## config.mk

```make
export PLATFORM = sky130hd
export DESIGN_NAME = tick_timer_core
export DESIGN_NICKNAME = d
export VERILOG_FILES = /design/src/rtl/tt_pkg.sv /design/src/rtl/tt_compare.sv /design/src/rtl/tt_step.sv /design/src/rtl/tick_timer_core.sv
export SDC_FILE = /design/constraint.sdc
export NUM_CORES = 1
export LEC_CHECK = 0
export BUFFER_PORTS_ARGS = -buffer_cell sky130_fd_sc_hd__buf_2
export CAP_MARGIN = 25
export CORE_ASPECT_RATIO = 0.6
export CORE_MARGIN = 2
export CORE_UTILIZATION = 45
export DETAILED_ROUTE_END_ITERATION = 6
export PLACE_DENSITY_LB_ADDON = 0.3
export SYNTH_ARGS = -nofsm -noshare
export SYNTH_HDL_FRONTEND = slang
export SYNTH_HIERARCHICAL = 1
export SYNTH_SLANG_ARGS = --single-unit
```

## constraint.sdc

```tcl
create_clock -name clk_i -period 4.59 [get_ports clk_i]
set_input_delay 0.918 -clock clk_i [delete_from_list [all_inputs] [get_ports clk_i]]
set_output_delay 0.918 -clock clk_i [all_outputs]
set_load 0.005 [all_outputs]
```

## src/rtl/tt_pkg.sv

```systemverilog
`timescale 1ns/1ps
package tt_pkg;
    typedef enum logic [1:0] {
        TT_OFF     = 2'd0,
        TT_RESTART = 2'd1,
        TT_HALT    = 2'd2,
        TT_FREE    = 2'd3
    } tt_mode_e;
endpackage

```

## src/rtl/tt_compare.sv

```systemverilog
`timescale 1ns/1ps
module tt_compare #(
    parameter int PER_W = 28
) (
    input  logic [PER_W-1:0] lhs_i,
    input  logic [PER_W-1:0] rhs_i,
    output logic             eq_o
);
    logic [PER_W-1:0] bit_eq;

    for (genvar b = 0; b < PER_W; b++) begin : g_bit
        assign bit_eq[b] = ~(lhs_i[b] ^ rhs_i[b]);
    end

    assign eq_o = &bit_eq;
endmodule

```

## src/rtl/tt_step.sv

```systemverilog
`timescale 1ns/1ps
module tt_step
    import tt_pkg::*;
#(
    parameter int CNT_W = 32
) (
    input  logic [CNT_W-1:0] count_i,
    input  tt_mode_e         mode_i,
    input  logic             halted_i,
    input  logic             tick_i,
    input  logic             low_eq_i,
    input  logic             wr_ok_i,
    input  logic [CNT_W-1:0] wr_val_i,
    output logic [CNT_W-1:0] count_o,
    output logic             halted_o,
    output logic             hit_o
);
    localparam logic [CNT_W-1:0] ONE = {{(CNT_W-1){1'b0}}, 1'b1};

    logic active;

    always_comb begin
        active   = tick_i && (mode_i != TT_OFF) && !halted_i && !wr_ok_i;
        hit_o    = active && low_eq_i;
        count_o  = count_i;
        halted_o = halted_i;
        if (wr_ok_i) begin
            count_o  = wr_val_i;
            halted_o = 1'b0;
        end else if (active) begin
            if (hit_o) begin
                unique case (mode_i)
                    TT_RESTART: count_o = '0;
                    TT_HALT: begin
                        count_o  = count_i;
                        halted_o = 1'b1;
                    end
                    default: count_o = count_i + ONE;
                endcase
            end else begin
                count_o = count_i + ONE;
            end
        end
    end
endmodule

```

## src/rtl/tick_timer_core.sv

```systemverilog
`timescale 1ns/1ps
module tick_timer_core
    import tt_pkg::*;
#(
    parameter int CNT_W = 32,
    parameter int PER_W = 28
) (
    input  logic               clk_i,
    input  logic               rst_ni,
    input  logic               tick_en_i,
    input  logic               priv_i,
    input  logic               ctl_wr_i,
    input  logic               cnt_wr_i,
    input  logic [CNT_W-1:0]   wdata_i,
    output logic [PER_W+3:0]   ctl_o,
    output logic [CNT_W-1:0]   count_o,
    output logic               irq_o
);
    localparam int REG_W   = PER_W + 4;
    localparam int PEND_B  = PER_W;
    localparam int IE_B    = PER_W + 1;
    localparam int MODE_LO = PER_W + 2;

    typedef struct packed {
        tt_mode_e         mode;
        logic             ie;
        logic             pend;
        logic [PER_W-1:0] period;
        logic [CNT_W-1:0] count;
        logic             halted;
    } tt_state_t;

    tt_state_t st_d, st_q;

    logic             cnt_wr_ok;
    logic             low_eq;
    logic             hit;
    logic [CNT_W-1:0] count_nxt;
    logic             halted_nxt;

    assign cnt_wr_ok = cnt_wr_i && priv_i;

    tt_compare #(.PER_W(PER_W)) i_cmp (
        .lhs_i (st_q.count[PER_W-1:0]),
        .rhs_i (st_q.period),
        .eq_o  (low_eq)
    );

    tt_step #(.CNT_W(CNT_W)) i_step (
        .count_i  (st_q.count),
        .mode_i   (st_q.mode),
        .halted_i (st_q.halted),
        .tick_i   (tick_en_i),
        .low_eq_i (low_eq),
        .wr_ok_i  (cnt_wr_ok),
        .wr_val_i (wdata_i),
        .count_o  (count_nxt),
        .halted_o (halted_nxt),
        .hit_o    (hit)
    );

    always_comb begin
        st_d        = st_q;
        st_d.count  = count_nxt;
        st_d.halted = halted_nxt;
        if (ctl_wr_i) begin
            st_d.mode   = tt_mode_e'(wdata_i[MODE_LO+1:MODE_LO]);
            st_d.ie     = wdata_i[IE_B];
            st_d.period = wdata_i[PER_W-1:0];
            st_d.pend   = st_q.pend && wdata_i[PEND_B];
        end
        if (hit && st_q.ie) begin
            st_d.pend = 1'b1;
        end
    end

    always_ff @(posedge clk_i or negedge rst_ni) begin
        if (!rst_ni) begin
            st_q <= '0;
        end else begin
            st_q <= st_d;
        end
    end

    assign ctl_o   = {st_q.mode, st_q.ie, st_q.pend, st_q.period};
    assign count_o = st_q.count;
    assign irq_o   = st_q.pend;

    // one step per enabled tick when nothing else intervenes
    a_r3_single_step: assert property (@(posedge clk_i) disable iff (!rst_ni)
        (tick_en_i && st_q.mode != TT_OFF && !st_q.halted && !cnt_wr_ok && !low_eq)
        |=> (st_q.count == $past(st_q.count) + {{(CNT_W-1){1'b0}}, 1'b1}));

    // mode 0 keeps the count without a write
    a_r2_idle_hold: assert property (@(posedge clk_i) disable iff (!rst_ni)
        (st_q.mode == TT_OFF && !cnt_wr_ok) |=> $stable(st_q.count));

    // restart mode returns to zero after a match
    a_r5_restart_zero: assert property (@(posedge clk_i) disable iff (!rst_ni)
        (hit && st_q.mode == TT_RESTART) |=> (st_q.count == '0));

    // a halted count holds until an accepted write
    a_r6_halt_hold: assert property (@(posedge clk_i) disable iff (!rst_ni)
        (st_q.halted && !cnt_wr_ok) |=> $stable(st_q.count));

    // pending only rises while the interrupt is enabled
    a_r7_pend_needs_ie: assert property (@(posedge clk_i) disable iff (!rst_ni)
        $rose(st_q.pend) |-> $past(st_q.ie));

    // pending is sticky unless written with zero
    a_r8_pend_sticky: assert property (@(posedge clk_i) disable iff (!rst_ni)
        (st_q.pend && !(ctl_wr_i && !wdata_i[PEND_B])) |=> st_q.pend);

    // a write without privilege does not load the count
    a_r9_priv_gate: assert property (@(posedge clk_i) disable iff (!rst_ni)
        (cnt_wr_i && !priv_i && !tick_en_i) |=> $stable(st_q.count));

    initial begin
        a_r9_width_fit: assert (CNT_W >= REG_W);
    end
endmodule

```

==> results summary, run 1 <==
The cell type with the highest aggregate area in the netlist is dfrtp_1. The critical path's largest stage delay came out at 0.60 ns. The total power consumption of the routed design came out at 1.84 mW. The tree is rooted in a clkbuf_16. The number of sinks driven by the clock tree came out at 65. On the critical path the largest part of the delay comes from simple AND/OR/NAND/NOR gates. The proportion of register bits with asynchronous set or reset after synthesis is 1.00. The nature of the critical path startpoint is a flop. The number of vias per cell after detailed routing came out at 5.82. The I/O pin count is 103. The slowest cell on the critical path is a21o_1. The filler cells instantiated in the layout total 870.

The data required time of the critical path came out at 4.86 ns. The ratio of total power to cell area came out at 397 mW/mm^2. TritonCTS built the clock tree. The instance count on the critical path is 9. The post-DP HPWL came out at 8550 um. The number of enable-type register cells in the synthesized netlist came out at 0. The number of nets still failing antenna checks after routing is 0. In the synthesized netlist the dominant register cell turns out to be dfrtp_1.

Dividing the final minimum period by the clock period gives 0.725. The final max-slew violation count is 0. The highest clock rate came out at 300 MHz. The data arrival at the endpoint of the critical path is 3.60 ns. Setup repair after global routing left no endpoint under its margin.

The gate count of the mapped netlist is 439. The number of DRC violations after detailed routing came out at 0. The core region is 0.00916 mm^2. Leaving out filler cells and counting taps, the final layout contains 605. The placer's final routability congestion estimate came out at 0.892.

Yosys mapped the design onto 57 distinct sky130hd cell types. The share of the Yosys chip area taken by registers is 0.384. The setup skew after layout is 0.00554 ns. The count of vias placed by the detailed router came out at 3,519.

The max-slew headroom at the worst pin came out at 0.453. The number of iterations in the first detailed-routing pass is 5. Summed over all cells, the static leakage comes to 2.01 nW. The footprint of the multi-input gates came out at 0.00199 mm^2. The flow ran to the end, and the final reports show no timing, DRC or antenna violations.

In the final layout, the share of cells above drive strength 1 is 0.339. The finished layout cell area is 0.00465 mm^2. The path class of the tightest hold or removal check is flop to flop. The count of cells resized by post-cts repair came out at 0.

The number of antenna violations at the first check in global routing came out at 0. The worst-case reg-to-reg path depth is 9. The critical path goes through xor2_1 > nor4_1 > nand4_1 > nor4_2 > and2_1 > a21o_1 > a21oi_1 > a311oi_1 > mux2_2. The later pin in the worst-skew pair is clocked with a latency of 0.34 ns. The number of global-route vias before repair is 3,321. The max capacitance violation total came out at 0. The post-layout minimum cycle time is 3.33 ns. The portion of synthesized cell area occupied by the leading cell type is 0.384. The initial utilization of the core area, before any placement, comes to 0.462. The mean routed wirelength per cell is 19.4 um. The die span in y is 79.1 um. The standard cell area after detailed placement is 0.00433 mm^2. The footprint of the flip-flops and latches is 0.00163 mm^2. The number of nets produced by synthesis is 480. The total routing usage reported by global routing came out at 0.241.

The number of buffers inserted to repair setup after CTS came out at 0. The initial DRC count came out at 397. Port buffering added 102 buffers. The total wire length after detailed routing is 11,700 um.

The number of antenna diodes is 0. The CTS H-tree depth came out at 3. Setup slack on the critical path of the routed design comes to 1.26 ns. Summed over all layers, the global routing overflow is 0. The maximum net fanout on the critical path came out at 16. The worst hold path depth came out at 1. The slew of the pin with the lowest slew margin came out at 0.821 ns. The first global-routing pass estimated 18,400 um of wire. The width of the die is 129 um. The clock tree buffer depth is 2. The setup path with the least slack is of type flop to flop.

The number of synthesis warnings came out at 6. By area the synthesized netlist is led by dfrtp_1, buf_4, mux2_2. The number of buffers added by the clock tree synthesis step came out at 9.

STA classifies the critical path endpoint as a flop. A synthesized cell averages 9.64 um^2. The floorplan die area came out at 0.0102 mm^2. The clock-pin slew on the worst setup and hold paths is 0.06 ns. The post-cts hold buffer count came out at 0.

Setup violations remaining at the end of the flow were counted as 0. The worst-case IR drop observed on VDD is 0.181 mV. The count of nets after finishing is 512. Counting flops and latches in the post-synthesis netlist gives 65.

The largest net degree at the start of global routing came out at 45. The growth of design area from synthesis to finish came out at 9.72%. In this run the core area contains 27 standard-cell rows. The buffers plus inverters on the worst setup path is 0. The count of endpoints failing hold in the final timing report was 0. Summed over all failing endpoints, the final setup total negative slack is 0 ns.

Timing analysis after detailed placement gives a worst setup slack of 1.32 ns. The instance count after placement with tap cells included is 590. The synthesized netlist occupies a cell area of 0.00423 mm^2.
## cells in the mapped netlist (all sizes together) (7+ instances only)
| cell | n |
|---|---|
| xor2 | 16 |
| nand3 | 11 |
| o21ai | 27 |
| nor4 | 10 |
| a21oi | 19 |
| and3 | 9 |
| nand4 | 16 |
| a31oi | 7 |
| dfrtp | 65 |
| nand2 | 30 |
| buf | 73 |
| nor3 | 7 |
| xnor2 | 12 |
| mux2 | 34 |
| clkbuf | 11 |
| nor2 | 22 |
## per-stage QoR
step	hold slack (ns)	utilization
2_1_floorplan	0.493	-
3_5_place_dp	0.533	0.473
6_report	0.538	0.507
4_1_cts	0.547	0.507
5_1_grt	0.565	0.507
3_3_place_gp	0.506	0.473
## registers in the layout (all words and copies together), names as in the netlist
| signal | flops |
|---|---|
| ctl_o | 31 |
| irq_o | 1 |
| st_q | 1 |
| count_o | 32 |
## area by class of cell
class	count	area share
clock buffers	13	0.0603
clock inverters	2	0.00754
inverters	5	0.00404
multi-input cells	285	0.428
flip-flops and latches	65	0.350
well taps	130	0.0350
repair buffers	105	0.115
## placed cells by master, fill, tap and decap left out, types with 5 or more instances in the layout
cell | netlist | final
mux2_2 | 34 | 34
buf_2 | 4 | 102
clkbuf_16 | 0 | 9
nor4_1 | 8 | 8
xnor2_1 | 12 | 12
inv_1 | 5 | 5
nand3_1 | 10 | 10
a2bb2oi_1 | 5 | 5
a31oi_1 | 7 | 7
nor2_1 | 21 | 21
a41oi_1 | 5 | 5
dfrtp_1 | 65 | 65
and3_1 | 9 | 9
o21ai_0 | 24 | 24
a21oi_1 | 19 | 19
nor3_1 | 7 | 7
nand4_1 | 16 | 16
nand2_1 | 30 | 30
xor2_1 | 16 | 16
## where the power goes
| part | leakage, nW | switching [mW] | internal [mW] | total (mW) |
|---|---|---|---|---|
| registers | 0.749 | 0.106 | 0.640 | 0.745 |
| clock network | 0.158 | 0.246 | 0.475 | 0.721 |
| logic | 1.10 | 0.204 | 0.173 | 0.377 |
| total | 2.01 | 0.555 | 1.29 | 1.84 |
## cell families after synthesis
| group | after synthesis | synth area share |
|---|---|---|
| simple gates | 123 | 0.160 |
| compound gates | 93 | 0.143 |
| buf+inv | 89 | 0.146 |
| flops | 65 | 0.384 |
| mux | 38 | 0.0999 |
| xor+xnor | 28 | 0.0579 |
| fa+ha+maj | 3 | 0.00887 |
## final timing paths
| kind | start | end | slack (ns) |
|---|---|---|---|
| max in group asynchronous | rst_ni | ctl_o[26]$_DFFE_PN0P_ | 2.98 |
| worst min-delay path | irq_o$_DFFE_PN0P_ | irq_o$_DFFE_PN0P_ | 0.54 |
| min in group asynchronous | rst_ni | ctl_o[7]$_DFFE_PN0P_ | 0.65 |
| worst max-delay path | count_o[6]$_DFF_PN0_ | count_o[23]$_DFF_PN0_ | 1.26 |
| worst max register to register | count_o[6]$_DFF_PN0_ | count_o[23]$_DFF_PN0_ | 1.26 |
| worst min register to register | irq_o$_DFFE_PN0P_ | irq_o$_DFFE_PN0P_ | 0.54 |
## routing by layer
metal | GRT usage | vias to the layer above | wire, um
met5 | 0 | - | 0
met4 | 0.0739 | 0 | 159
met3 | 0.0883 | 15 | 1370
met2 | 0.318 | 200 | 4670
met1 | 0.360 | 1694 | 5540
li1 | - | 1610 | -
Note: power is estimated with default switching activity, not from simulation.
==> run 2, diff against run 1 <==
clock period = 2.8 ns   (was 4.59 ns; I/O delays follow)
==> run 2 against run 1 <==
  * Sequential power up 60%
  * Non-clock buffer count grew 22
  * Hold slack worse by 0.29 ns
  * Cell count up 3.8%
  * Power is 63% higher
  * Critical endpoint unchanged
  * Clock-buffer cell count did not move
  * Combinational power increased by 89%
  * Global-route usage fell by 0.69 points
  * Highest routed layer unchanged
  * Utilization increased by 2.0 points
  * Wire length shrank 1.2%
==> results summary, run 2 (same netlist as run 1, synthesis figures left out) <==
Clock-pin slew was measured on the worst setup and hold paths at 0.05 ns. The number of antenna violations at the first check in global routing came to 0. The total setup violations reported at the end of the flow came out at 0. The post-cts hold buffer count is 0.

The number of global-route vias before repair is 3,321. The number of rows created at floorplan is 27. Using the TritonRoute via totals, the vias-per-cell ratio works out to 5.78. The number of nets still failing antenna checks after routing came out at 0. The clock tree buffer depth is 2. The count of nets after finishing came out at 534. The critical path in this run is classified as flop to flop.

The mean routed wirelength per cell came out at 18.5 um. In this run the horizontal extent of the chip is 129 um. The post-DP HPWL is 8710 um.

The power share of the sequential group came out at 0.395. The leakage power came out at 2.12 nW. At the pin with the least slew margin, the transition time is 0.785 ns. The number of iterations in the first detailed-routing pass came out at 5.

The worst-case reg-to-reg path depth came out at 8. In this run the number of H-tree levels came out at 3. Of the total power, the share spent switching nets is 0.307. The met2 wire length came out at 4610 um.

The met3 wire length came out at 1290 um. The internal power component is 2.09 mW. Hold is met by 0.244 ns. The combinational share of power came out at 0.237.

The die covers 0.0102 mm^2. The worst setup path is launched from a flop. The total wire length after detailed routing is 11,600 um. In this run the standard cell core region covers 0.00916 mm^2. The largest voltage drop on the vdd net is 0.371 mV. The instance count on the critical path came out at 8. The path class of the lowest-slack min-delay path is input port to asynchronous set/reset pin. STA puts the critical path data required time at 3.08 ns. Leaving out fill and tap cells, the most frequent cells in the layout are buf_2, dfrtp_1, mux2_2, nand2_1. The CTS tree is built. The number of antenna diodes came out at 0. The count of cells resized by post-cts repair came out at 1. The slowest cell on the critical path is dfrtp_1.

The cell with the most instances on the worst path is nor4_4. In this run the cell area measured after placement is 0.00451 mm^2. Clock tree synthesis inserted a total of 9 buffers. The highest layer touched by signal routing is met4. The initial DRC count is 342. The count of vias placed by the detailed router is 3,630. For this run, design rule violations remaining after detail routing come to 0. The largest net degree at the start of global routing came out at 43. The count of fill cells added during filler insertion is 853. Setup repair after global routing left no endpoint under its margin. The capturing element type of the critical path is a flop. The share of cells above drive strength 1 is 0.371. The number of sinks driven by the clock tree is 65.

Dividing the final minimum period by the clock period gives 0.957. The highest clock rate is 373 MHz. After routing the design area is 0.00483 mm^2. The largest delay contributor family on the critical path is simple AND/OR/NAND/NOR gates.

The final design utilization came out at 0.528. Measured against its own limit, the worst slew margin works out to 0.476. The reg2reg setup slack is 0.12 ns.

In this run the clock root is driven by a clkbuf_16. The critical path's largest stage delay is 0.45 ns. Measured along the y axis, the die boundary spans 79.1 um.

The most common cell after layout, fill and taps aside is buf_2. The flow ran to the end, and the final reports show no timing, DRC or antenna violations. The starting utilization of the core area is 0.462.

The number of buffers and inverters on the critical path is 0. The clock latency of the later-clocked register in the worst-skew pair is 0.34 ns. In this run the count of I/O pins placed on the die edge is 103.

STA puts the critical path data arrival time at 2.96 ns. The final max-slew violation count was 0. From synthesis to final layout, the design area changed by 14.1%. The first global-routing pass estimated 17,900 um of wire. The setup skew after layout is 0.00848 ns. In this run the power density over the cells is 623 mW/mm^2.

In this run the worst path has a maximum fanout of 6. The count of endpoints failing hold in the final timing report is 0. The signal on the critical path passes through xor2_1 > nor4_4 > nand4_1 > nor4_4 > and2_2 > a21oi_1 > a311oi_2 > mux2_2.

The number of I/O port buffers is 102. The number of buffers inserted to repair setup after CTS is 0. Across the run, the number of max-cap violations was 0. The analysis attributes to net switching a power of 0.925 mW.

The number of flip-flops under the largest register name is 32. Of the total power, the clock network draws 0.369. For this run the aggregate overflow at the end of global routing stands at 0. The placer's final routability congestion estimate came out at 0.913.

The post-route met1 wirelength is 5480 um. The post-layout minimum cycle time came out at 2.68 ns. In the global route stage, overall resource usage came out at 0.234.

The setup TNS is 0 ns.
## run 2: area by class of cell
type / instances / area, um^2 / area share
inverters: 5 / 18.8 / 0.00388
multi-input cells: 285 / 2020 / 0.419
repair buffers: 127 / 711 / 0.147
clock buffers: 13 / 250 / 0.0518
flip-flops and latches: 65 / 1630 / 0.337
well taps: 130 / 163 / 0.0337
clock inverters: 3 / 40.0 / 0.00829
## run 2: stage by stage
stage | power, mW | setup WS (ns) | cells
2_1_floorplan | 1.70 | 0.369 | 439
3_3_place_gp | 1.87 | -0.132 | 612
3_5_place_dp | 1.89 | -0.164 | 612
4_1_cts | 3.02 | 0.00470 | 628
5_1_grt | 3.17 | 0.0107 | 628
6_report | 3.01 | 0.121 | 628
## run 2: power groups by stage
stage                     logic, mW  clock network, mW  registers [mW]
final                         0.712               1.11            1.19
after global routing          0.779               1.18            1.21
after CTS                     0.698               1.13            1.19
after detailed placement      0.690                  0            1.20
after global placement        0.681                  0            1.19
after floorplan               0.516                  0            1.18
## run 2: worst reg2reg max path: stages (launching register included)
cell	delay, ns
dfrtp_1	0.45
xor2_1	0.24
nor4_4	0.40
nand4_1	0.21
nor4_4	0.24
and2_2	0.31
a21oi_1	0.23
a311oi_2	0.36
mux2_2	0.19
## run 2: per-layer routing
layer / GRT usage / up-vias
met2: 0.289 / 195
met3: 0.0903 / 18
met5: 0 / -
li1: - / 1653
met4: 0.0870 / 0
met1: 0.356 / 1764
## run 2: final timing paths
path                                            start               endpoint
worst max-delay path            count_o[20]$_DFF_PN0_  count_o[23]$_DFF_PN0_
worst min-delay path                           rst_ni   ctl_o[4]$_DFFE_PN0P_
worst max register to register  count_o[20]$_DFF_PN0_  count_o[23]$_DFF_PN0_
worst min register to register      irq_o$_DFFE_PN0P_      irq_o$_DFFE_PN0P_
max in group asynchronous                      rst_ni  count_o[15]$_DFF_PN0_
min in group clk_i                        wdata_i[13]  count_o[13]$_DFF_PN0_
==> run 3, diff against run 2 <==
clock period = 3.1 ns   (was 2.8 ns; I/O delays follow)
==> run 3 against run 2 <==
  * Power decreased by 12%
  * First-iteration DRC count shrank 32%
  * Utilization is 1.2 points lower
  * Sequential share of layout area rose by 0.76 points
  * Clock skew decreased by 0.0035 ns
  * Wire length rose by 3.7%
==> results summary, run 3 (same netlist as run 1, synthesis figures left out) <==
The setup slack after layout is 0.171 ns. Before antenna repair, the detailed router went through 5 iterations. The slew of the pin with the lowest slew margin is 0.939 ns. The layout has 874 filler cells. The number of antenna violations at the first check in global routing is 0. The top cell types in the final layout, fill and taps aside, are buf_2, dfrtp_1, mux2_2, nand2_1, o21ai_0. The final max-slew violation count came out at 0.

The number of DRC violations after detailed routing came out at 0. The nature of the critical path startpoint is a flop. The setup TNS is 0 ns. The largest net degree at the start of global routing came out at 40. The worst pin sits at a relative slew slack of 0.374. The highest layer touched by signal routing is met4. The growth of design area from synthesis to finish came out at 11.6%.

The die covers 0.0102 mm^2. At the worst endpoint, the required time is 3.27 ns. The min-delay analysis places its worst path in the category input port to asynchronous set/reset pin. The setup path with the least slack is of type flop to flop.

The worst-case reg-to-reg path depth came out at 9. The number of buffers added by the clock tree synthesis step is 9. The met2 wire length is 4920 um. The maximum net fanout on the critical path came out at 10. The post-layout minimum cycle time came out at 2.93 ns. Setup violations remaining at the end of the flow were counted as 0. The max capacitance violation total is 0. The initial utilization of the core area, before any placement, comes to 0.462. For this block, the routed nets add up to 12,000 um of wire. For the worst setup path, the data arrival time is 3.10 ns. The CTS tree is built. The switching power total came out at 0.828 mW. The number of vias per cell after detailed routing is 5.84. The number of rows created at floorplan came out at 27. The share of power burned in the clock network came out at 0.359.

The count of vias placed by the detailed router is 3,617. The library cell used most frequently in the layout, excluding fill and tap cells, is buf_2. Power spread over the standard cell area amounts to 561 mW/mm^2.

The area inside the core boundary came out at 0.00916 mm^2. The post-route met1 wirelength is 5960 um. The highest clock rate is 341 MHz.

In the detailed route, the total length drawn on met3 is 1030 um. The number of global-route vias before repair came to 3,356. The I/O pin count is 103. Internal power comes to 1.82 mW. In the finished design, the share of the clock period the worst path needs comes to 0.945. The die span in y came out at 79.1 um.

The number of buffers inserted to repair setup after CTS came out at 0. The post-cts hold buffer count is 0. The setup skew after layout is 0.00497 ns. The clock latency of the later-clocked register in the worst-skew pair came out at 0.33 ns. The power share of the sequential group is 0.408. Of the total power, the share spent switching nets is 0.312. For this run, the slowest stage of the critical path takes 0.51 ns. In the final design database the tool counted 526 nets. Setup repair after global routing left no endpoint under its margin. The first global-routing pass estimated 18,600 um of wire. The post-DP HPWL is 9050 um. Across the VDD grid, the largest voltage drop is 0.296 mV.

The library cell used as clock root buffer is clkbuf_16. The number of nets still failing antenna checks after routing is 0. The leakage power came out at 2.06 nW. The non-filler instance count after layout is 619. The pre-CTS worst setup slack is -0.00553 ns. Walking the worst path, the cells encountered are xor2_1 > nor4_2 > nand4_1 > nor4_2 > nand2_2 > or3_1 > and2_0 > mux2i_1 > a31oi_1.

The global route total overflow came out at 0. The most numerous cell type found on the critical path is nor4_2. The share of cells above drive strength 1 is 0.362. The total routing usage reported by global routing is 0.242. The worst-case hold slack came out at 0.418 ns.

The run finished with clean final reports. The CTS H-tree depth came out at 3. The clock tree buffer depth came out at 2. The initial DRC count is 233. The slowest cell on the critical path is or3_1. The repair_antennas step left the layout with diodes totalling 0. The instance count after placement with tap cells included came out at 604. The finished layout cell area is 0.00473 mm^2.

The number of flip-flops under the largest register name came out at 32. The floorplan step set the die width to 129 um. Routability-driven placement finished with a final weighted congestion of 0.897. The number of sinks driven by the clock tree is 65. The mean routed wirelength per cell is 19.4 um. The number of I/O port buffers came out at 102. The standard cell area after detailed placement came out at 0.00444 mm^2. The combinational share of power came out at 0.232.

The count of endpoints failing hold in the final timing report came out at 0. After clock tree synthesis, the clock-pin slew on the worst setup and hold paths is 0.05 ns. STA classifies the critical path endpoint as a flop.
## run 3: changes by cell type in the layout (fill, tap and decap cells not counted), moves of 2 or more
cell	previous run	this run
buf_4	24	17
clkbuf_1	3	0
clkbuf_8	1	3
nor4_2	0	2
nor4_4	3	1
## run 3: timing repair
action | CTS | global route
setup endpoints to repair | 0 | 6
gates resized for setup | 0 | 2
hold endpoints to repair | 0 | 0
## run 3: through the flow
stage	power, mW	util
floorplan	1.53	-
global placement	1.69	0.484
detailed placement	1.70	0.484
CTS	2.66	0.515
global route	2.78	0.516
finish	2.65	0.516
## run 3: per-layer routing
metal	GRT usage	vias to the layer above
met1	0.365	1816
met3	0.0836	12
met4	0.0522	0
met5	0	-
li1	-	1637
met2	0.328	152
## run 3: critical path, delay by kind of cell, from the launching register on
family | cells | cell delay, ns
muxes | 1 | 0.14
and+or+nand+nor | 6 | 1.86
AOI/OAI and AO/OA | 1 | 0.10
DFF | 1 | 0.47
xor gates and xnor gates | 1 | 0.20
## run 3: area by class of cell
| class | instances | area, um^2 | share of cell area |
|---|---|---|---|
| sequential | 65 | 1630 | 0.344 |
| inverter | 5 | 18.8 | 0.00397 |
| multi-input combinational | 285 | 2000 | 0.423 |
| tap | 130 | 163 | 0.0344 |
| clock buffer | 12 | 267 | 0.0564 |
| clock inverter | 3 | 15.0 | 0.00318 |
| timing repair buffer | 119 | 638 | 0.135 |
## run 3: power by group through the flow
| stage | logic (mW) | registers (mW) | clock network [mW] |
|---|---|---|---|
| 2_1_floorplan | 0.466 | 1.07 | 0 |
| 3_3_place_gp | 0.605 | 1.09 | 0 |
| 3_5_place_dp | 0.606 | 1.09 | 0 |
| 4_1_cts | 0.610 | 1.08 | 0.973 |
| 5_1_grt | 0.676 | 1.10 | 1.00 |
| 6_report | 0.615 | 1.08 | 0.953 |
## run 3: path summary, 6_finish.rpt
path	start	endpoint	slack [ns]
worst max-delay path	count_o[20]$_DFF_PN0_	count_o[22]$_DFF_PN0_	0.17
worst min-delay path	rst_ni	ctl_o[7]$_DFFE_PN0P_	0.42
worst max register to register	count_o[20]$_DFF_PN0_	count_o[22]$_DFF_PN0_	0.17
worst min register to register	ctl_o[29]$_DFFE_PN0P_	irq_o$_DFFE_PN0P_	0.53
max in group asynchronous	rst_ni	count_o[26]$_DFF_PN0_	1.89
min in group clk_i	wdata_i[10]	count_o[10]$_DFF_PN0_	0.51
